## src/rtl/aclink_rx_frame.sv

```systemverilog
module aclink_rx_frame #(
  parameter int TAG_W  = 16,
  parameter int SLOT_W = 20,
  parameter int NSLOT  = 12
) (
  input  logic        bit_clk,
  input  logic        rst_n,
  input  logic        sync_in,
  input  logic        sd_in,
  output logic [15:0] tag_q,
  output logic        tag_stb,
  output logic [6:0]  echo_addr,
  output logic [9:0]  req_flags,
  output logic        echo_stb,
  output logic [15:0] rdata_q,
  output logic        rdata_stb,
  output logic [19:0] pcm_l_q,
  output logic        pcm_l_stb,
  output logic [19:0] pcm_r_q,
  output logic        pcm_r_stb,
  output logic [15:0] modem_q,
  output logic        modem_stb,
  output logic [19:0] gpio_q,
  output logic        gpio_stb
);
  localparam int FRAME_BITS = TAG_W + NSLOT * SLOT_W;
  localparam int PW = $clog2(FRAME_BITS);
  localparam logic [PW-1:0] LAST    = PW'(FRAME_BITS - 1);
  localparam logic [PW-1:0] TAG_END = PW'(TAG_W - 1);
  localparam logic [PW-1:0] END1  = PW'(TAG_W + SLOT_W * 1 - 1);
  localparam logic [PW-1:0] END2  = PW'(TAG_W + SLOT_W * 2 - 1);
  localparam logic [PW-1:0] END3  = PW'(TAG_W + SLOT_W * 3 - 1);
  localparam logic [PW-1:0] END4  = PW'(TAG_W + SLOT_W * 4 - 1);
  localparam logic [PW-1:0] END5  = PW'(TAG_W + SLOT_W * 5 - 1);
  localparam logic [PW-1:0] END12 = PW'(TAG_W + SLOT_W * NSLOT - 1);

  logic              sync_q, locked;
  logic [PW-1:0]     pos;
  logic [SLOT_W-1:0] sh;

  wire              rise    = sync_in & ~sync_q;
  wire [PW-1:0]     cur_pos = rise ? '0 : pos + 1'b1;
  wire              cur_ok  = rise | (locked & (pos != LAST));
  wire [SLOT_W-1:0] word    = {sh[SLOT_W-2:0], sd_in};

  always_ff @(negedge bit_clk or negedge rst_n) begin
    if (!rst_n) begin
      sync_q <= 1'b0; locked <= 1'b0; pos <= '0; sh <= '0;
      tag_q <= '0; echo_addr <= '0; req_flags <= '0; rdata_q <= '0;
      pcm_l_q <= '0; pcm_r_q <= '0; modem_q <= '0; gpio_q <= '0;
      tag_stb <= 1'b0; echo_stb <= 1'b0; rdata_stb <= 1'b0; pcm_l_stb <= 1'b0;
      pcm_r_stb <= 1'b0; modem_stb <= 1'b0; gpio_stb <= 1'b0;
    end else begin
      sync_q <= sync_in;
      sh     <= word;
      tag_stb <= 1'b0; echo_stb <= 1'b0; rdata_stb <= 1'b0; pcm_l_stb <= 1'b0;
      pcm_r_stb <= 1'b0; modem_stb <= 1'b0; gpio_stb <= 1'b0;
      if (rise) locked <= 1'b1;
      if (cur_ok) begin
        pos <= cur_pos;
        if (cur_pos == TAG_END) begin
          tag_q <= word[TAG_W-1:0]; tag_stb <= 1'b1;
        end
        if (cur_pos == END1 && tag_q[TAG_W-2]) begin
          echo_addr <= word[18:12]; req_flags <= word[11:2]; echo_stb <= 1'b1;
        end
        if (cur_pos == END2 && tag_q[TAG_W-3]) begin
          rdata_q <= word[SLOT_W-1 -: 16]; rdata_stb <= 1'b1;
        end
        if (cur_pos == END3 && tag_q[TAG_W-4]) begin
          pcm_l_q <= word; pcm_l_stb <= 1'b1;
        end
        if (cur_pos == END4 && tag_q[TAG_W-5]) begin
          pcm_r_q <= word; pcm_r_stb <= 1'b1;
        end
        if (cur_pos == END5 && tag_q[TAG_W-6]) begin
          modem_q <= word[SLOT_W-1 -: 16]; modem_stb <= 1'b1;
        end
        if (cur_pos == END12 && tag_q[TAG_W-1-NSLOT]) begin
          gpio_q <= word; gpio_stb <= 1'b1;
        end
      end
    end
  end

  wire [6:0] stbs = {tag_stb, echo_stb, rdata_stb, pcm_l_stb, pcm_r_stb, modem_stb, gpio_stb};

  AST_NO_STB_BEFORE_SYNC: assert property (@(negedge bit_clk) disable iff (!rst_n)
    !locked |-> stbs == 7'd0);
  AST_STB_ONE_PERIOD: assert property (@(negedge bit_clk) disable iff (!rst_n)
    (stbs != 7'd0) |=> ((stbs & $past(stbs)) == 7'd0));
  AST_PCM_L_GATED: assert property (@(negedge bit_clk) disable iff (!rst_n)
    pcm_l_stb |-> tag_q[TAG_W-4]);
  AST_GPIO_GATED: assert property (@(negedge bit_clk) disable iff (!rst_n)
    gpio_stb |-> tag_q[TAG_W-1-NSLOT]);
  AST_PCM_L_HOLD: assert property (@(negedge bit_clk) disable iff (!rst_n)
    !pcm_l_stb |-> $stable(pcm_l_q));
  AST_SINGLE_STB: assert property (@(negedge bit_clk) disable iff (!rst_n)
    $countones(stbs) <= 1);
endmodule

```

## config.mk

```make
export PLATFORM = sky130hd
export DESIGN_NAME = aclink_rx_frame
export DESIGN_NICKNAME = d
export VERILOG_FILES = /design/src/rtl/aclink_rx_frame.sv
export SDC_FILE = /design/constraint.sdc
export NUM_CORES = 1
export LEC_CHECK = 0
export BUFFER_PORTS_ARGS = -buffer_cell sky130_fd_sc_hd__buf_4
export CORE_MARGIN = 3
export CORE_UTILIZATION = 40
export DETAILED_ROUTE_END_ITERATION = 6
export GPL_TIMING_DRIVEN = 1
export SKIP_LAST_GASP = 1
export SLEW_MARGIN = 40
export SYNTH_ARGS = -nofsm -noshare
export SYNTH_HDL_FRONTEND = slang
export SYNTH_SLANG_ARGS = --single-unit
```

## constraint.sdc

```tcl
create_clock -name bit_clk -period 2.52 [get_ports bit_clk]
set_input_delay 0.756 -clock bit_clk [delete_from_list [all_inputs] [get_ports bit_clk]]
set_output_delay 0.756 -clock bit_clk [all_outputs]
set_load 0.05 [all_outputs]
```

==> run metrics, run 1 <==
Reg clk slew, reported paths 0.05 ns; Die Y 132 um; Hold Startpoint sh[0]$_DFF_NN0_; DR pass1 iterations 4; worst r2r dst modem_q[14]$_DFFE_NN0P_; core area 15,400 um2; Antenna diodes 0; Final Hold Fails 0; vias in the first global route 4,684; DP Worst Slack -1.63 ns; Final nets 664; worst-margin pin slew 0.585 ns; CP Buf/Inv Count 3; asr flop ratio synth 1.00; type of the tightest min-delay check reg2reg; flops & latches, synth 161; CP peak stage delay 0.45 ns; P&R area growth vs syn 57.3%; status complete, but fails checks; post-synth top area share 0.635; net count after synthesis 409; CTS Buffer Depth 2; Overall Power 0.00684 W; Leak 5.20 nW; Critical Path End Type flop; commonest non-fill, non-tap cell in the layout dfrtn_1; vias per std cell 4.83; arrival time of the worst setup path 2.40 ns; most frequent cells in the layout dfrtn_1 (161), buf_6 (144), buf_4 (101); Boundary Pins 136; initial core utilization 0.413; hpwl dp 10,800 um; largest family of logic cells by synthesized area multiplexers; post-synthesis sequential area ratio 0.635; fin. max-slew vios 0; crit-path max FO 6; Setup CP Type in2reg; mux contribution to synthesized area 0.240; largest net degree at the start of global routing 52; synthesized area per cell 15.7 um2; Pwr per Cell Area 686 nW/um2; Synth Area in Adders 0.00197; first-pass GRT wire length 26,800 um; setup slack after layout -0.894 ns; post-synthesis xor/xnor area fraction 0.0166; Post-Route WL 16,600 um; GPL Wtd Cong 0.849; complex-gate fraction of the synthesized area 0.0168; crit-path leading delay family simple AND/OR/NAND/NOR gates; Post-CTS Hold Fix Bufs 0; Startpoint Class input port; Main synth FF type dfrtn_1; failing checks negative setup slack; CTS tree done; highest-delay cell along the critical path or3_4; CP cell instances buf_6 > nor2b_4 > buf_6 > or3_4 > or3_4 > clkbuf_16 > mux2_4; Die ar. 17,400 um2; max_cap viols 0; Critical Path RT 1.50 ns; WHS Endpoint sh[1]$_DFF_NN0_; # port buffers 135; yosys warns 0; std cell rows 45; post-synthesis cell area 6340 um2; cts bufs inserted 17; Hold Crit Depth 0; R2R Path Start pos[0]$_DFFE_NN0P_; share of cells above drive strength 1 0.653; DRT iter0 DRCs 158; Reg2Reg Setup Slack -0.11 ns; overall routing resource usage 0.196; Netlist cell types 47; simple-gate portion of the synthesized area 0.0578; clock latency on the worst-skew pair 0.40 ns; RSZ-0062 raised after global routing true; post-route ant nets 0; CTS Root Cell clkbuf_16; Routed WL per cell 18.8 um; Clock Skew 0.00750 ns; reg2reg path depth 9; number of H-tree levels 4; Final setup viols 264; cells after synthesis 404; GRT overflow 0; VDD IR-drop max 519 uV; Synth area leaders dfrtn_1 (64%), mux2_2 (17%), mux2_4 (6.4%); Chip Width 132 um; initial antenna violation count 0; DRC 0; Post-synth EDFFs 0; Via Count 4,261; post-synth top area cell dfrtn_1; # clock sinks 161; relative slew slack 0.607; Crit. path cell count 7
==> layout make-up <==
class                   instances  area [um2]
repair buffers                261        2680
well taps                     211         264
inverters                       5        23.8
fillers                      1128        5400
clock inverters                13         151
clock buffers                  19         453
multi-input cells             213        2370
flip-flops and latches        161        4030
==> repair_timing <==
action                                  4_1_cts  5_1_grt
gates resized for setup                     192       10
setup buffers                                34       22
cloned                                        3        2
pin swaps                                     8        5
endpoints found under the setup margin      266      265
==> power by group <==
group | leakage (nW) | internal [W] | switching (W) | total, W
clock network | 0.294 | 0.00153 | 0.00110 | 0.00263
logic | 2.72 | 0.000602 | 0.000714 | 0.00132
registers | 2.19 | 0.00274 | 0.000157 | 0.00290
==> cell usage after synthesis, types with 2 or more instances <==
| cell type | n |
|---|---|
| and4_1 | 2 |
| nor4b_1 | 2 |
| nor4_1 | 2 |
| dfrtn_1 | 161 |
| nor2b_1 | 3 |
| nor2_1 | 14 |
| or4_1 | 2 |
| mux2_4 | 27 |
| buf_2 | 10 |
| a21oi_1 | 3 |
| xnor2_1 | 8 |
| buf_4 | 4 |
| xor2_1 | 4 |
| nand3_1 | 5 |
| a311oi_1 | 3 |
| mux2_2 | 98 |
| buf_6 | 6 |
| clkbuf_1 | 3 |
| or3_1 | 2 |
| nand2_1 | 11 |
| nand4b_1 | 2 |
| inv_1 | 5 |
| nand4_1 | 3 |
==> registers in the layout, summed over array words and instances (netlist names), 7 cells and up <==
register	count
modem_q	16
pcm_l_q	20
req_flags	10
gpio_q	20
tag_q	16
sh	19
rdata_q	16
pcm_r_q	20
echo_addr	7
pos	8
==> kinds of logic (layout without fill, tap and decap cells) <==
logic type / after synthesis / after routing
AOI/OAI and AO/OA: 14 / 14
DFF: 161 / 161
xor gates and xnor gates: 12 / 12
buffers and inverters: 30 / 298
muxes: 126 / 126
and+or+nand+nor: 60 / 60
adders and majority gates: 1 / 1
==> stage by stage <==
step	TNS (ns)	util	hold WS [ns]	instances	instance area, um2
after floorplan	-155.98	-	0.361	404	6490
after global placement	-198.51	0.530	0.394	795	8140
after detailed placement	-201.89	0.530	0.396	795	8140
after CTS	-170.18	0.634	0.394	862	9750
after global routing	-182.34	0.649	0.428	883	9970
final	-170.08	0.649	0.393	883	9970
==> worst max-delay path by stage <==
stage | startpoint | to | slack (ns)
global route | sync_in | pcm_l_q[17]$_DFFE_NN0P_ | -0.95
global placement | sync_in | pcm_l_q[7]$_DFFE_NN0P_ | -1.60
floorplan | sync_in | modem_q[10]$_DFFE_NN0P_ | -1.22
CTS | sync_in | modem_q[15]$_DFFE_NN0P_ | -0.88
detailed placement | sync_in | pcm_l_q[19]$_DFFE_NN0P_ | -1.63
finish | sync_in | rdata_q[13]$_DFFE_NN0P_ | -0.89
==> routing by layer <==
metal	wire, um	vias to the layer above	global-route usage	share of wire
li1	-	1943	-	-
met4	153	0	0.0473	0.0092
met3	985	14	0.0687	0.059
met2	8240	95	0.316	0.50
met5	0	-	0	0
met1	7250	2209	0.255	0.44
Note: power is estimated with default switching activity, not from simulation.
==> run 2: changes to the inputs <==
--- a/config.mk
+++ b/config.mk
@@ -5,6 +5,7 @@
 export SDC_FILE = /design/constraint.sdc
 export NUM_CORES = 1
 export LEC_CHECK = 0
+export ABC_AREA = 1
 export BUFFER_PORTS_ARGS = -buffer_cell sky130_fd_sc_hd__buf_4
 export CORE_MARGIN = 3
 export CORE_UTILIZATION = 40
==> run metrics, run 2 <==
Startpoint Class input port (unchanged); Hold Startpoint tag_q[6]$_DFFE_NN0P_ (was sh[0]$_DFF_NN0_); fillers 924 (was 1,128); sequential power share 0.389 (was 0.423); CTS Buffer Depth 2 (unchanged); GRT overflow 0 (unchanged); DRC 0 (unchanged); relative slew slack 0.610 (was 0.607); Post-Route WL 29,600 um (was 16,600 um); Post-synth EDFFs 0 (unchanged); Overall Power 0.00752 W (was 0.00684 W); total net switching power 0.00231 W (was 0.00197 W); Setup CP Type in2reg (unchanged); FF+latch area 4030 um2 (unchanged); Chip Width 134 um (was 132 um); Leak 6.43 nW (was 5.20 nW); GPL Wtd Cong 0.915 (was 0.849); first-pass GRT wire length 41,400 um (was 26,800 um); cts bufs inserted 17 (unchanged); switching part of the total 0.307 (was 0.288); synthesized area per cell 9.49 um2 (was 15.7 um2); Synth area leaders dfrtn_1 (61%), nand2_1 (16%), nand4_1 (6.6%) (was dfrtn_1 (64%), mux2_2 (17%), mux2_4 (6.4%)); # port buffers 135 (unchanged); P&R area growth vs syn 88.4% (was 57.3%); largest net degree at the start of global routing 58 (was 52); Final setup viols 272 (was 264); vias in the first global route 7,095 (was 4,684); cells after synthesis 694 (was 404); RSZ-0062 raised after global routing true (unchanged); critical path startpoint sync_in (unchanged); number of H-tree levels 4 (unchanged); vias per std cell 5.62 (was 4.83); flops & latches, synth 161 (unchanged); Netlist cell types 27 (was 47); Antenna diodes 0 (unchanged); Post-CTS Hold Fix Bufs 0 (unchanged); clock share of power 0.377 (was 0.384); asr flop ratio synth 1.00 (unchanged); Critical Path RT 1.51 ns (was 1.50 ns); CTS Root Cell clkbuf_16 (unchanged); Boundary Pins 136 (unchanged); crit-path max FO 4 (was 6); R2R Path Start pos[1]$_DFFE_NN0P_ (was pos[0]$_DFFE_NN0P_); type of the tightest min-delay check reg2reg (unchanged); failing checks negative setup slack (unchanged); status complete, but fails checks (unchanged); Critical Path End Type flop (unchanged); Routed WL per cell 22.7 um (was 18.8 um); post-synth top area cell dfrtn_1 (unchanged); net count after synthesis 699 (was 409); Pwr per Cell Area 606 nW/um2 (was 686 nW/um2); biggest regs gpio_q: 20 flops, pcm_l_q: 20 flops, pcm_r_q: 20 flops (unchanged); Main synth FF type dfrtn_1 (unchanged); std cell rows 46 (was 45); Die Y 134 um (was 132 um); post-route ant nets 0 (unchanged); post-synth top area share 0.611 (was 0.635); Reg clk slew, reported paths 0.05 ns (about the same); Via Count 7,323 (was 4,261); Final nets 1,079 (was 664); fin. max-slew vios 0 (unchanged); post-synthesis sequential area ratio 0.611 (was 0.635); share of cells above drive strength 1 0.563 (was 0.653); overall routing resource usage 0.300 (was 0.196); post-synthesis cell area 6590 um2 (was 6340 um2); setup slack after layout -0.611 ns (was -0.894 ns); hpwl dp 13,400 um (was 10,800 um); worst-margin pin slew 0.585 ns (about the same); most instantiated cells after synthesis nand2_1 (279), dfrtn_1 (161), nand4_1 (70) (was dfrtn_1 (161), mux2_2 (98), mux2_4 (27)); Final Hold Fails 0 (unchanged); DR pass1 iterations 7 (was 4); area of the multi-input gates 3060 um2 (was 2370 um2); DP Worst Slack -0.857 ns (was -1.63 ns); DRT iter0 DRCs 747 (was 158); commonest non-fill, non-tap cell in the layout buf_6 (was dfrtn_1); clock latency on the worst-skew pair 0.41 ns (was 0.40 ns); VDD IR-drop max 645 uV (was 519 uV); top-count cell post-synth nand2_1 (was dfrtn_1); CTS tree done (unchanged); initial antenna violation count 0 (unchanged); core area 16,000 um2 (was 15,400 um2); initial core utilization 0.412 (was 0.413); P_int 0.00522 W (was 0.00487 W); Clock Skew 0.0131 ns (was 0.00750 ns); Die ar. 18,000 um2 (was 17,400 um2); max_cap viols 0 (unchanged); most frequent cells in the layout buf_6 (178), buf_4 (165), dfrtn_1 (161) (was dfrtn_1 (161), buf_6 (144), buf_4 (101)); # clock sinks 161 (unchanged); yosys warns 0 (unchanged); part of the power in combinational logic 0.234 (was 0.192); arrival time of the worst setup path 2.12 ns (was 2.40 ns)
[run 2: critical path, stage by stage]
cell and delay, ns:
buf_12 0.11, nand2_8 0.09, buf_6 0.12, nand3_4 0.12
buf_12 0.17, nor2_8 0.14, buf_8 0.14, buf_12 0.10
buf_6 0.09, nand3_4 0.10, nand2_2 0.11, nand2_1 0.07
[run 2: repair_timing]
item / in CTS / in global routing
gates resized for setup: 320 / 129
setup endpoints to repair: 267 / 270
buffers inserted: 85 / 75
gates cloned: 25 / 1
pin swaps: 43 / 52
[run 2: through the flow]
stage,TNS [ns],utilization,std cells,hold slack (ns),area [um2]
finish,-138.33,0.776,1303,0.455,12400
global route,-145.99,0.776,1303,0.475,12400
CTS,-124.91,0.719,1235,0.446,11500
detailed placement,-122.24,0.526,1094,0.420,8420
global placement,-118.94,0.526,1094,0.421,8420
floorplan,-91.69,-,694,0.373,6690
[run 2: area by class of cell]
type | count | share of cell area
sequential | 161 | 0.325
clock inverter | 11 | 0.0141
inverter | 27 | 0.0111
timing repair inverter | 2 | 0.00202
tap | 216 | 0.0218
timing repair buffer | 390 | 0.342
multi-input combinational | 475 | 0.246
clock buffer | 21 | 0.0379
[run 2: cell families (layout without fill, tap and decap cells)]
logic type,Yosys count,count (layout),share of synthesized area
flops,161,161,0.611
fa+ha+maj,1,1,0.00190
simple gates,455,463,0.324
compound gates,11,11,0.00968
buf+inv,66,451,0.0532
[run 2: worst paths after layout]
check                                     endpoint  slack [ns]  cells past startpoint
setup / recovery            rdata_q[7]$_DFFE_NN0P_       -0.61                     12
hold / removal                tag_q[6]$_DFFE_NN0P_        0.46                      2
setup reg to reg             gpio_q[4]$_DFFE_NN0P_       -0.02                     13
hold reg to reg               tag_q[6]$_DFFE_NN0P_        0.46                      2
max in group asynchronous   pcm_l_q[3]$_DFFE_NN0P_        0.70                      2
min in group asynchronous  modem_q[10]$_DFFE_NN0P_        1.48                      2
[run 2: power groups by stage]
| stage | Combinational [W] | Clock (W) | Sequential (W) |
|---|---|---|---|
| 5_1_grt | 0.00183 | 0.00297 | 0.00293 |
| 3_5_place_dp | 0.00104 | 0 | 0.00293 |
| 2_1_floorplan | 0.000324 | 0 | 0.00321 |
| 4_1_cts | 0.00152 | 0.00282 | 0.00291 |
| 6_report | 0.00176 | 0.00284 | 0.00292 |
| 3_3_place_gp | 0.00102 | 0 | 0.00293 |
[run 2: metal layers]
metal,track usage,vias to the layer above,share of wire
li1,-,3065,-
met1,0.408,3579,0.37
met2,0.466,521,0.47
met3,0.0615,158,0.10
met4,0.132,0,0.053
met5,0,-,0
